File: src/rtl/dag_pkg.sv
package dag_pkg;
  localparam int CTRL_W   = 32;
  localparam int CNT_LSB  = 4;
  localparam int CNT_W    = 10;
  localparam int CYC_LSB  = 0;
  localparam int CYC_W    = 3;
  localparam int SINC_LSB = 26;
  localparam int DINC_LSB = 30;
  localparam int INC_W    = 2;
  localparam logic [INC_W-1:0] INC_FIXED = 2'd3;

  function automatic logic [CNT_W-1:0] get_count(input logic [CTRL_W-1:0] w);
    return w[CNT_LSB +: CNT_W];
  endfunction

  function automatic logic [CYC_W-1:0] get_cycle(input logic [CTRL_W-1:0] w);
    return w[CYC_LSB +: CYC_W];
  endfunction
endpackage

File: src/rtl/dag_addr_calc.sv
module dag_addr_calc #(
  parameter int ADDR_W = 32,
  parameter int CNT_W  = 10,
  parameter int INC_W  = 2
) (
  input  logic [ADDR_W-1:0] end_ptr,
  input  logic [CNT_W-1:0]  count,
  input  logic [INC_W-1:0]  inc,
  output logic [ADDR_W-1:0] addr
);
  localparam logic [INC_W-1:0] FIXED = {INC_W{1'b1}};

  logic [ADDR_W-1:0] count_ext;
  logic [ADDR_W-1:0] offset;

  always_comb begin
    count_ext = ADDR_W'(count);
    offset    = count_ext << inc;
    if (inc == FIXED) begin
      addr = end_ptr;
    end else begin
      addr = end_ptr - offset;
    end
  end
endmodule

File: src/rtl/dag_ctrl_next.sv
module dag_ctrl_next
  import dag_pkg::*;
(
  input  logic [CTRL_W-1:0] ctrl_cur,
  output logic [CTRL_W-1:0] ctrl_nxt,
  output logic              is_last,
  output logic              is_active
);
  logic [CNT_W-1:0] cnt;

  always_comb begin
    cnt       = get_count(ctrl_cur);
    is_active = get_cycle(ctrl_cur) != '0;
    is_last   = is_active && (cnt == '0);
    ctrl_nxt  = ctrl_cur;
    if (is_last) begin
      ctrl_nxt[CYC_LSB +: CYC_W] = '0;
    end else if (is_active) begin
      ctrl_nxt[CNT_LSB +: CNT_W] = cnt - 1'b1;
    end
  end
endmodule

File: src/rtl/dma_addr_gen.sv
module dma_addr_gen
  import dag_pkg::*;
#(
  parameter int ADDR_W = 32
) (
  input  logic              clk,
  input  logic              rst_n,
  input  logic              load,
  input  logic [ADDR_W-1:0] src_end_in,
  input  logic [ADDR_W-1:0] dst_end_in,
  input  logic [CTRL_W-1:0] ctrl_in,
  input  logic              xfer_done,
  output logic [ADDR_W-1:0] src_addr,
  output logic [ADDR_W-1:0] dst_addr,
  output logic [CTRL_W-1:0] ctrl_out,
  output logic              last
);
  localparam int NSIDE = 2;

  logic [ADDR_W-1:0] src_end_q, dst_end_q, src_end_d, dst_end_d;
  logic [CTRL_W-1:0] ctrl_q, ctrl_d, ctrl_step;
  logic              reg_en, step_last, step_active;

  dag_ctrl_next u_next (
    .ctrl_cur  (ctrl_q),
    .ctrl_nxt  (ctrl_step),
    .is_last   (step_last),
    .is_active (step_active)
  );

  // next-state
  always_comb begin
    reg_en    = load | xfer_done;
    src_end_d = src_end_q;
    dst_end_d = dst_end_q;
    ctrl_d    = ctrl_q;
    if (load) begin
      src_end_d = src_end_in;
      dst_end_d = dst_end_in;
      ctrl_d    = ctrl_in;
    end else if (xfer_done) begin
      ctrl_d    = ctrl_step;
    end
  end

  // registers
  always_ff @(posedge clk or negedge rst_n) begin
    if (!rst_n) begin
      src_end_q <= '0;
      dst_end_q <= '0;
      ctrl_q    <= '0;
    end else if (reg_en) begin
      src_end_q <= src_end_d;
      dst_end_q <= dst_end_d;
      ctrl_q    <= ctrl_d;
    end
  end

  logic [ADDR_W-1:0] side_end  [NSIDE];
  logic [INC_W-1:0]  side_inc  [NSIDE];
  logic [ADDR_W-1:0] side_addr [NSIDE];

  always_comb begin
    side_end[0] = src_end_q;
    side_end[1] = dst_end_q;
    side_inc[0] = ctrl_q[SINC_LSB +: INC_W];
    side_inc[1] = ctrl_q[DINC_LSB +: INC_W];
  end

  for (genvar g = 0; g < NSIDE; g++) begin : g_side
    dag_addr_calc #(.ADDR_W(ADDR_W), .CNT_W(CNT_W), .INC_W(INC_W)) u_calc (
      .end_ptr (side_end[g]),
      .count   (get_count(ctrl_q)),
      .inc     (side_inc[g]),
      .addr    (side_addr[g])
    );
  end

  assign src_addr = side_addr[0];
  assign dst_addr = side_addr[1];
  assign ctrl_out = ctrl_q;
  assign last     = step_last;
endmodule

File: config.mk
export PLATFORM = sky130hd
export DESIGN_NAME = dma_addr_gen
export DESIGN_NICKNAME = d
export VERILOG_FILES = /design/src/rtl/dag_pkg.sv /design/src/rtl/dag_addr_calc.sv /design/src/rtl/dag_ctrl_next.sv /design/src/rtl/dma_addr_gen.sv
export SDC_FILE = /design/constraint.sdc
export NUM_CORES = 1
export LEC_CHECK = 0
export ABC_AREA = 1
export BUFFER_PORTS_ARGS = -buffer_cell sky130_fd_sc_hd__buf_2
export CAP_MARGIN = 20
export CORE_MARGIN = 10
export CORE_UTILIZATION = 23
export DETAILED_ROUTE_END_ITERATION = 12
export GPL_TIMING_DRIVEN = 0
export PLACE_DENSITY = 0.53
export SYNTH_ARGS = -nofsm -noshare
export SYNTH_HDL_FRONTEND = slang
export SYNTH_SLANG_ARGS = --single-unit
File: constraint.sdc
create_clock -name clk -period 2.9 [get_ports clk]
set_input_delay 0.725 -clock clk [delete_from_list [all_inputs] [get_ports clk]]
set_output_delay 0.725 -clock clk [all_outputs]
set_load 0.01 [all_outputs]
---- Word-level counts from Yosys, hierarchy flattened ----
Index checks and enable logic that the tools add are counted.
word-level totals
  flip-flop bits (word level) ............. 96
  input bits .............................. 100
  output and inout port bits .............. 97
  word-level logic and storage cells ...... 30
cells by class
  add/sub/neg operators ................... 3
  eq/ne operators ......................... 3
  shift operators ......................... 2
  muxes and demuxes ....................... 7
  bitwise gates (word level) .............. 1
  reductions and logical operators ........ 9
operators with widths
  operator                                             number
  two-way mux 32 bit                                   3
  << shifter 10 x 2 -> 32 bit                          2
  subtractor 32 bit                                    2
  two-way mux 10 bit                                   2
  two-way mux 14 bit                                   1
  zero test 10 bit                                     1
  subtractor 10 x 1 -> 10 bit (second input constant)  1
  nonzero test 2 bit                                   3
  == test 2 bit (second input constant)                2
  AND reduction 4 bit                                  1
  two-way mux 3 bit                                    1
  AND reduction 3 bit                                  1
  nonzero test 3 bit                                   1
  != test 2 bit (second input constant)                1
  AND reduction 2 bit                                  1
  logical AND 1 bit                                    1
  OR 1 bit                                             1

---- Depth between registers and ports, before layout ----
Gate-level depths: netlist (run 1).
  depth after elaboration ................. 5
  mapped depth ............................ 19
  depth with buffers taken out ............ 18

---- Cells and area by module ----
Synthesis (run 1) repeated with hierarchy kept, for this count alone.
unflattened totals
  cells, all modules ...................... 1444
  area, all modules ....................... 8779.7 µm²
by module, submodules not included
  module                             instances  cells an instance  area an instance (µm²)
  dma_addr_gen                       1          446                3870.0
  dag_addr_calc at g_side[1].u_calc  1          448                2194.6
  dag_addr_calc at g_side[0].u_calc  1          441                2142.1
  dag_ctrl_next                      1          109                573.0

---- Least setup slack after synthesis (run 1) ----
Ideal clock, no wire load.
  kind .................................... reg-to-output
  start point ............................. register ctrl_q[30], in the netlist ctrl_out[30]
  end point ............................... output dst_addr[16]
  arrival time ............................ 2338 ps
  data required time ...................... 2175 ps
  slack ................................... -163 ps
  cell stages (with the launch flop) ...... 17
  path buffers ............................ 2
  path through ............................ dfrtp_1 > clkbuf_1 > buf_2 > inv_1 > nand2_1 > nor2_1 > ha_1 > fa_1 > inv_1 > nand3_1 > nand3_1 > nand3_1 > nand2_1 > nand2_1 > nand3_1 > nand2_1 > nand2_1
between the ends
  longest elaborated chain between the ends .. 3
  elaborated cells on any way between the ends .. 4
  those cells by class .................... add/sub (1); eq/ne (1); shift (1); mux (1)
ends and longest elaborated chain
  item                         line                 source
  start, declared              dma_addr_gen.sv:21   logic [CTRL_W-1:0] ctrl_q, ctrl_d, ctrl_step;
  start signal, assigned       dma_addr_gen.sv:55   ctrl_q <= ctrl_d;
  << shifter 10 x 2 -> 32 bit  dag_addr_calc.sv:18  offset = count_ext << inc;
  subtractor 32 bit            dag_addr_calc.sv:22  addr = end_ptr - offset;
  two-way mux 32 bit *         dag_addr_calc.sv:19  if (inc == FIXED) begin
  end, declared                dma_addr_gen.sv:14   output logic [ADDR_W-1:0] dst_addr,
Mark *: on every way between the ends. The rest lies on a longest branch, timed or not.

---- Worst setup path in the final report (run 1) ----
  start point ............................. register ctrl_q[30], in the netlist ctrl_out[30]
  end point ............................... output dst_addr[21]
Same word-level chain as after synthesis.

==> results.yml, run 1 <==
layout:
  syn_to_final_growth_pct: 64.99
  layout_common_cells: "nand2_1 (339), buf_2 (171), inv_1 (145)"
  mostFrequentLayoutCell: "nand2_1"
  fin_util_pct: 38.40
  finalNonFillerCells: 2042
  nNetsFinal: 1720
  drive_above_1_share_pct: 45.98
  n_antenna_cell: 0
drt:
  ant_nets: 0
  vias_per_cell: 4.586
  drc: 0
  via_count: 9365
  wl_um: 35260
  wire_per_inst_um: 17.27
  drt_iter0_drc: 485
  firstDrtPassIters: 4
sta:
  slew_headroom_pct: 49.50
  setup_viol: 61
  hold_violations: 0
  fin_skew_ps: 2.013
  fmax_ghz: 0.2839
  timing.hold.ws_ps: 393.3
  slew_viol_final: 0
  worst_pin_slew_ps: 757.5
  rsz0062_at_grt: "yes"
  setup_ws_ps: -621.8
  period_needed_ps: 3522
  period_share_pct: 121.4
clock_network:
  clk_latency_ps: 370
  numCtsBuffers: 9
  cts_sinks: 96
  clk_pin_slew_worst_paths_ps: 80
  root_buffer: "clkbuf_16"
  cts.htree.levels: 3
  cts_tree: "done"
  clk_path_buf_depth: 2
power_and_ir_drop:
  p_per_area_mw_per_mm2: 559.4
  ir_worst_vdd_mv: 0.3669
  p_leak_nw: 6.455
  p_total_w: 0.007204
run_status:
  outcome: "complete, but fails checks"
  violations: "negative setup slack"
synth:
  yosys_register_bits: 96
  synthCells: 1289
  synth_xor_area_share_pct: 1.795
  synthMuxAreaShare_pct: 0.5130
  synth_edf_count: 0
  synth_top_family_by_area: "simple AND/OR/NAND/NOR gates"
  synthAdderAreaFrac_pct: 5.162
  yosys_warnings: 0
  synth_seq_area_share_pct: 30.78
  yosysUniqueCellTypes: 38
  async_flop_share_pct: 100.0
  synth_simple_gate_area_share_pct: 39.58
  syn_nets: 1420
  syn_avg_cell_area_um2: 6.055
  ys.flop_type: "dfrtp_1"
  synth_compound_area_share_pct: 10.50
  synth_area_mm2: 0.007805
placement:
  place_worst_setup_slack_ps: -1037
  gp_congestion: 0.9251
  dp_cells: 1933
  portBuffers: 195
  dp_hpwl_um: 26070
setup_path:
  cp.required_ps: 2170
  r2r_setup_slack_ps: 1060
  crit_type: "flip-flop to output port"
  worst-path-max-fanout: 5
  cp.arrival_ps: 2800
  setup.worst_path.start_class: "flip-flop"
  cp-end-kind: "output port"
floorplan:
  dieWidth_um: 204.2
  rows: 67
  start_util_pct: 23.28
  design.die.area_mm2: 0.04170
  core_mm2: 0.03353
  ios: 197
  dieHeight_um: 204.2
global_route:
  grt_pass1_vias: 9581
  grt_overflow: 0
  grt_antenna_before_repair: 0
  grt_pass1_wl_um: 53030
  grt_usage_pct: 16.18
  grt_max_degree: 50
flow_run:
  drv_cap: 0
hold_path:
  hp-class: "input pin to asynchronous set/reset pin"
## repair_timing
item | in CTS | in global routing
hold buffers | 0 | 0
setup endpoints to repair | 63 | 62
setup buffers | 67 | 24
gates cloned | 4 | 0
gates resized for setup | 410 | 251
pin swaps | 97 | 129
## critical path, cell delays in order, from the launching register on
cell and delay, ps:
dfrtp_2 440, buf_8 150, buf_16 140, o21ai_4 200
mux2i_1 120, ha_1 380, nand2_2 120, buf_4 160
nor3_4 190, nand3_4 150, nand3_2 90, nand2_1 80
nand2_2 90, buf_6 110
## per-layer routing
metal	global-route usage, %	wire (µm)	up-vias
met5	0	0	-
met4	5.184	927	0
met3	2.425	1284	58
met2	29.04	18260	214
met1	19.32	14790	4449
li1	-	-	4644
## sequential cells by signal, indices dropped and copies added, names as in the netlist
signal and cells:
dst_end_q 32, ctrl_out 32, src_end_q 32
## cells by family after synthesis
logic type,count (synthesis)
xor gates and xnor gates,16
AOI/OAI and AO/OA,156
DFF,96
adders and majority gates,31
buffers and inverters,237
muxes,4
and+or+nand+nor,749
## stage by stage
stage | TNS [ps] | area (µm²)
after global placement | -51280 | 9364
after floorplan | 0 | 7828
after global routing | -40040 | 12880
after CTS | -30680 | 11710
final | -31500 | 12880
after detailed placement | -35150 | 9394
## cells in the mapped netlist, types with 2 or more instances
master	n	area share, %
clkbuf_1	22	1.1
buf_2	8	0.51
mux2i_1	4	0.51
inv_2	5	0.24
nor2_2	5	0.40
nor2_1	98	4.7
or2_2	2	0.16
fa_1	2	0.51
nor3_1	16	1.0
o211ai_1	2	0.19
nand4_1	30	2.4
o21ai_2	6	0.67
inv_1	196	9.4
a21oi_1	15	0.96
xnor2_1	10	1.1
nand2_1	498	24
buf_1	3	0.14
xor2_1	6	0.67
nand3_1	85	5.5
o21ai_0	127	8.1
nand3b_1	2	0.19
ha_1	29	4.6
nand2_2	5	0.40
dfrtp_1	96	31
o21ai_1	2	0.13
nor4_1	2	0.16
a21oi_2	2	0.22
## where the power goes
part / switching, W / total, W / internal [W]
logic: 0.00243 / 0.00420 / 0.00177
registers: 0.000169 / 0.00164 / 0.00147
clock network: 0.000668 / 0.00137 / 0.000698
total: 0.00327 / 0.00720 / 0.00394
## area by class of cell
cell class                 instances  area, µm²
fill                            3519      20650
multi-input combinational        956       6536
buffer                            35      244.0
clock buffer                      10      229.0
sequential                        96       2415
inverter                         202      810.8
timing repair buffer             289       1994
tap                              448      560.5
clock inverter                     6      87.58
## path summary, 6_finish.rpt
| path | cells after the start | startpoint | endpoint |
|---|---|---|---|
| max | 13 | ctrl_out[30]$_DFFE_PN0P_ | dst_addr[21] |
| min | 1 | rst_n | src_end_q[3]$_DFFE_PN0P_ |
| max reg2reg | 10 | ctrl_out[5]$_DFFE_PN0P_ | ctrl_out[7]$_DFFE_PN0P_ |
| min reg2reg | 2 | ctrl_out[22]$_DFFE_PN0P_ | ctrl_out[22]$_DFFE_PN0P_ |
| max in group asynchronous | 2 | rst_n | ctrl_out[30]$_DFFE_PN0P_ |
| min in group clk | 2 | ctrl_out[22]$_DFFE_PN0P_ | ctrl_out[22]$_DFFE_PN0P_ |
Power figures use the tool's default switching activity.
==> run 2, diff against run 1 <==
Settings changed: CAP_MARGIN 20 to not set, SKIP_CTS_REPAIR_TIMING set to 1.
==> results.yml, run 2 (synthesized netlist as in run 1, its figures left out) <==
drt:
  wl_um: 34210
  ant_nets: 0
  firstDrtPassIters: 5
  drt_iter0_drc: 469
  wire_per_inst_um: 17.00
  drc: 0
  via_count: 9129
  vias_per_cell: 4.537
global_route:
  grt_antenna_before_repair: 0
  grt_overflow: 0
  grt_max_degree: 50
  grt_usage_pct: 15.16
  grt_pass1_vias: 8788
  grt_pass1_wl_um: 49400
sta:
  timing.hold.ws_ps: 405.5
  period_needed_ps: 3601
  period_share_pct: 124.2
  tns_ps: -32220
  hold_violations: 0
  slew_headroom_pct: 50.20
  slew_viol_final: 0
  worst_pin_slew_ps: 747.0
  fmax_ghz: 0.2777
  fin_skew_ps: 2.558
  setup_ws_ps: -700.9
  rsz0062_at_grt: "yes"
  setup_viol: 61
power_and_ir_drop:
  seqPwrFrac_pct: 24.1
  p_per_area_mw_per_mm2: 553.8
  power_frac_clock_pct: 20.0
  p_comb_share_pct: 55.9
  swShare_pct: 45.61
  p_leak_nw: 6.153
  ir_worst_vdd_mv: 0.3685
  p_int_w: 0.003718
  switchingPower_w: 0.003117
setup_path:
  path_cells: "buf_8 > clkbuf_16 > o21ai_4 > mux2i_1 > ha_1 > nand2_2 > inv_4 > a21oi_2 > o21ai_4 > nand2_2 > nand3_2 > nand2_1 > nand2_2 > buf_6"
  path_common_cell: "nand2_2"
  crit_type: "flip-flop to output port"
  cpMaxStageDelayCell: "dfrtp_2"
  cp.arrival_ps: 2880
  cp.required_ps: 2170
  critPathMaxStageDelay_ps: 490
  setup.worst_path.start_class: "flip-flop"
  worst-path-max-fanout: 6
  cp-end-kind: "output port"
floorplan:
  dieHeight_um: 204.2
  ios: 197
  core_mm2: 0.03353
  rows: 67
  start_util_pct: 23.28
  dieWidth_um: 204.2
  design.die.area_mm2: 0.04170
layout:
  layout_common_cells: "nand2_1 (354), buf_2 (176), inv_1 (145)"
  drive_above_1_share_pct: 43.48
  design_area_mm2: 0.01234
  syn_to_final_growth_pct: 58.13
  num-fill-cells: 3599
  n_antenna_cell: 0
  finalNonFillerCells: 2012
  mostFrequentLayoutCell: "nand2_1"
  nNetsFinal: 1690
flow_run:
  drv_cap: 0
clock_network:
  cts_tree: "done"
  numCtsBuffers: 9
  clk_pin_slew_worst_paths_ps: 80
  cts_sinks: 96
  root_buffer: "clkbuf_16"
  clk_path_buf_depth: 2
  clk_latency_ps: 370
  cts.htree.levels: 3
run_status:
  outcome: "complete, but fails checks"
  violations: "negative setup slack"
placement:
  portBuffers: 195
  dp_hpwl_um: 26070
  dpl_cell_area_mm2: 0.009394
  dp_cells: 1933
  place_worst_setup_slack_ps: -1037
  gp_congestion: 0.9251
hold_path:
  hp-class: "input pin to asynchronous set/reset pin"
==> run 2: changes by cell type in the layout (fill, tap and decap cells not counted), moves of 7 or more <==
cell     before  now
buf_4        76   56
nand2_1     339  354
buf_6        44   32
nand3_1      42   51
nand2_2     108  101
==> run 2: per-stage QoR <==
stage          util, %  total power [W]
2_1_floorplan        -         0.003143
3_3_place_gp     27.93         0.004072
5_1_grt          36.81         0.007279
6_report         36.81         0.006835
4_1_cts          28.96         0.005482
3_5_place_dp     28.01         0.004089
==> run 2: critical path: cells and delay by family, from the launching register on <==
family                   cells  cell delay [ps]
AO/OA/AOI/OAI                3              450
adder cells (fa/ha/maj)      1              380
buffers and inverters        4              490
flip-flops                   1              490
multiplexers                 1              110
AND/OR/NAND/NOR              5              560
==> run 2: worst paths after layout <==
path / from / slack (ps) / endpoint / cells past startpoint
setup reg to reg: ctrl_out[4]$_DFFE_PN0P_ / 1020 / ctrl_out[7]$_DFFE_PN0P_ / 11
setup / recovery: ctrl_out[30]$_DFFE_PN0P_ / -700 / dst_addr[23] / 14
hold / removal: rst_n / 410 / src_end_q[1]$_DFFE_PN0P_ / 1
max in group asynchronous: rst_n / 1770 / ctrl_out[9]$_DFFE_PN0P_ / 2
hold reg to reg: ctrl_out[22]$_DFFE_PN0P_ / 470 / ctrl_out[22]$_DFFE_PN0P_ / 2
min in group clk: ctrl_out[22]$_DFFE_PN0P_ / 470 / ctrl_out[22]$_DFFE_PN0P_ / 2
==> run 2: cell type report <==
type	instances	area (µm²)	area share, %
repair buffers	259	1694	13.73
clock buffers	10	229.0	1.855
clock inverters	6	87.58	0.7097
plain buffers	35	242.7	1.967
multi-input cells	956	6292	50.98
flip-flops and latches	96	2415	19.57
inverters	202	820.8	6.650
well taps	448	560.5	4.542
==> run 2: power groups by stage <==
stage | clock [W] | combinational (W) | sequential, W
floorplan | 0 | 0.00152 | 0.00162
global placement | 0 | 0.00243 | 0.00164
detailed placement | 0 | 0.00245 | 0.00164
CTS | 0.00141 | 0.00246 | 0.00162
global route | 0.00145 | 0.00416 | 0.00167
finish | 0.00137 | 0.00382 | 0.00165
==> run 2: routing by layer <==
layer	up-vias	routed length, µm	GRT usage, %
met5	-	0	0
met4	0	506	3.756
met3	31	1269	2.235
met2	193	17830	27.06
met1	4315	14610	18.64
li1	4590	-	-
==> run 3, diff against run 2 <==
Settings changed: PLACE_DENSITY 0.53 to 0.52.
Clock period 2.9 ns to 3.4 ns, I/O delays scaled along.
==> results.yml, run 3 (synthesized netlist as in run 1, its figures left out) <==
layout:
  syn_to_final_growth_pct: 44.42
  fin_util_pct: 33.62
  num-fill-cells: 3717
  nNetsFinal: 1663
  mostFrequentLayoutCell: "nand2_1"
  layout_common_cells: "nand2_1 (403), buf_2 (191), inv_1 (161)"
  n_antenna_cell: 0
  drive_above_1_share_pct: 35.55
clock_network:
  clk_latency_ps: 380
  cts_tree: "done"
  clk_pin_slew_worst_paths_ps: 80
  cts_sinks: 96
  cts.htree.levels: 3
  root_buffer: "clkbuf_16"
  clk_path_buf_depth: 2
  numCtsBuffers: 9
sta:
  setup_ws_ps: -299.1
  setup_viol: 54
  rsz0062_at_grt: "yes"
  hold_violations: 0
  fmax_ghz: 0.2703
  slew_headroom_pct: 49.02
  slew_viol_final: 0
  worst_pin_slew_ps: 764.7
  period_share_pct: 108.8
  fin_skew_ps: 4.897
  period_needed_ps: 3699
setup_path:
  cp-end-kind: "output port"
  critPathMaxStageDelay_ps: 470
  r2r_end: "ctrl_out[7]$_DFFE_PN0P_"
  setup.worst_path.start_class: "flip-flop"
  cp.required_ps: 2550
  r2r-start: "ctrl_out[5]$_DFFE_PN0P_"
  cpMaxStageDelayCell: "dfrtp_2"
  crit_cells: 15
  r2r_setup_slack_ps: 1580
  startpoint: "ctrl_out[30]$_DFFE_PN0P_"
  endpoint: "dst_addr[30]"
  path_delay_family: "simple AND/OR/NAND/NOR gates"
  worst-path-max-fanout: 6
  cp.arrival_ps: 2850
  path_cells: "buf_6 > clkbuf_16 > o21ai_2 > mux2i_1 > ha_1 > nand2_2 > nor2_2 > nand2_1 > nand3_4 > nand2_4 > buf_4 > nand4_1 > nand2_1 > nand2_1 > buf_2"
  crit_type: "flip-flop to output port"
  worstRegToRegCells: 10
  path_common_cell: "nand2_1"
  worst-path-buf-inv: 4
flow_run:
  drv_cap: 0
power_and_ir_drop:
  ir_worst_vdd_mv: 0.2623
  p_per_area_mw_per_mm2: 466.1
  p_leak_nw: 5.771
  p_total_w: 0.005254
hold_path:
  hp-class: "input pin to asynchronous set/reset pin"
placement:
  gp_congestion: 0.9051
  dp_hpwl_um: 26090
  portBuffers: 195
drt:
  wire_per_inst_um: 16.50
  via_count: 8956
  firstDrtPassIters: 5
  vias_per_cell: 4.514
  drt_iter0_drc: 470
  wl_um: 32730
  drc: 0
  ant_nets: 0
floorplan:
  rows: 67
  core_mm2: 0.03353
  dieWidth_um: 204.2
  dieHeight_um: 204.2
  start_util_pct: 23.28
  ios: 197
  design.die.area_mm2: 0.04170
global_route:
  grt_overflow: 0
  grt_max_degree: 61
  grt_pass1_wl_um: 49710
  grt_pass1_vias: 8925
  grt_usage_pct: 15.29
  grt_antenna_before_repair: 1
run_status:
  outcome: "complete, but fails checks"
  violations: "negative setup slack"
-- run 3: changes by cell type in the layout (fill, tap and decap cells not counted), sizes merged --
| cell | change |
|---|---|
| bufinv | -1 |
| clkinvlp | -4 |
| clkbuf | -2 |
| inv | +4 |
| buf | -25 |
-- run 3: layout make-up --
class	count	area (µm²)	share of cell area (%)
buffer	35	222.7	1.976
clock buffer	11	252.7	2.242
clock inverter	4	37.54	0.3330
inverter	202	780.7	6.926
multi-input combinational	956	5653	50.15
sequential	96	2414	21.41
tap	448	560.5	4.973
timing repair buffer	231	1346	11.94
timing repair inverter	1	5.005	0.04440
-- run 3: worst min path at each step --
stage,slack (ps),depth (start not counted),to
floorplan,470,2,dst_end_q[3]$_DFFE_PN0P_
global placement,450,2,ctrl_out[3]$_DFFE_PN0P_
detailed placement,450,2,ctrl_out[21]$_DFFE_PN0P_
CTS,470,1,src_end_q[1]$_DFFE_PN0P_
global route,490,2,ctrl_out[14]$_DFFE_PN0P_
finish,460,1,src_end_q[1]$_DFFE_PN0P_
-- run 3: worst register-to-register path, delay by kind of cell (launching register included) --
kind,cells,cell delay (ps)
DFF,1,500
AOI/OAI and AO/OA,1,50
buffers and inverters,2,300
and+or+nand+nor,6,650
adders and majority gates,1,190
-- run 3: power by group --
part | total [W] | internal (W) | switching, W
logic | 0.00277 | 0.00107 | 0.00171
clock network | 0.00109 | 0.000544 | 0.000544
registers | 0.00139 | 0.00126 | 0.000138
-- run 3: layer usage --
| layer | routed length [µm] | global-route usage (%) | part of all wire (%) | vias to the layer above |
|---|---|---|---|---|
| met3 | 1359 | 2.837 | 4.2 | 29 |
| met2 | 16710 | 27.51 | 51 | 196 |
| met5 | 0 | 0 | 0 | - |
| li1 | - | - | - | 4531 |
| met1 | 14070 | 17.95 | 43 | 4200 |
| met4 | 593 | 4.681 | 1.8 | 0 |
-- run 3: per-stage QoR --
stage	hold slack (ps)	setup slack, ps	instances	instance area [µm²]	TNS [ps]
6_report	455.4	-299.1	1984	11270	-9779
5_1_grt	490.7	-460.4	1984	11270	-19190
4_1_cts	466.0	-1215	1948	9662	-45130
3_5_place_dp	453.6	-757.5	1933	9371	-19520
3_3_place_gp	450.0	-755.4	1932	9341	-19970
2_1_floorplan	470.3	211.7	1289	7805	0
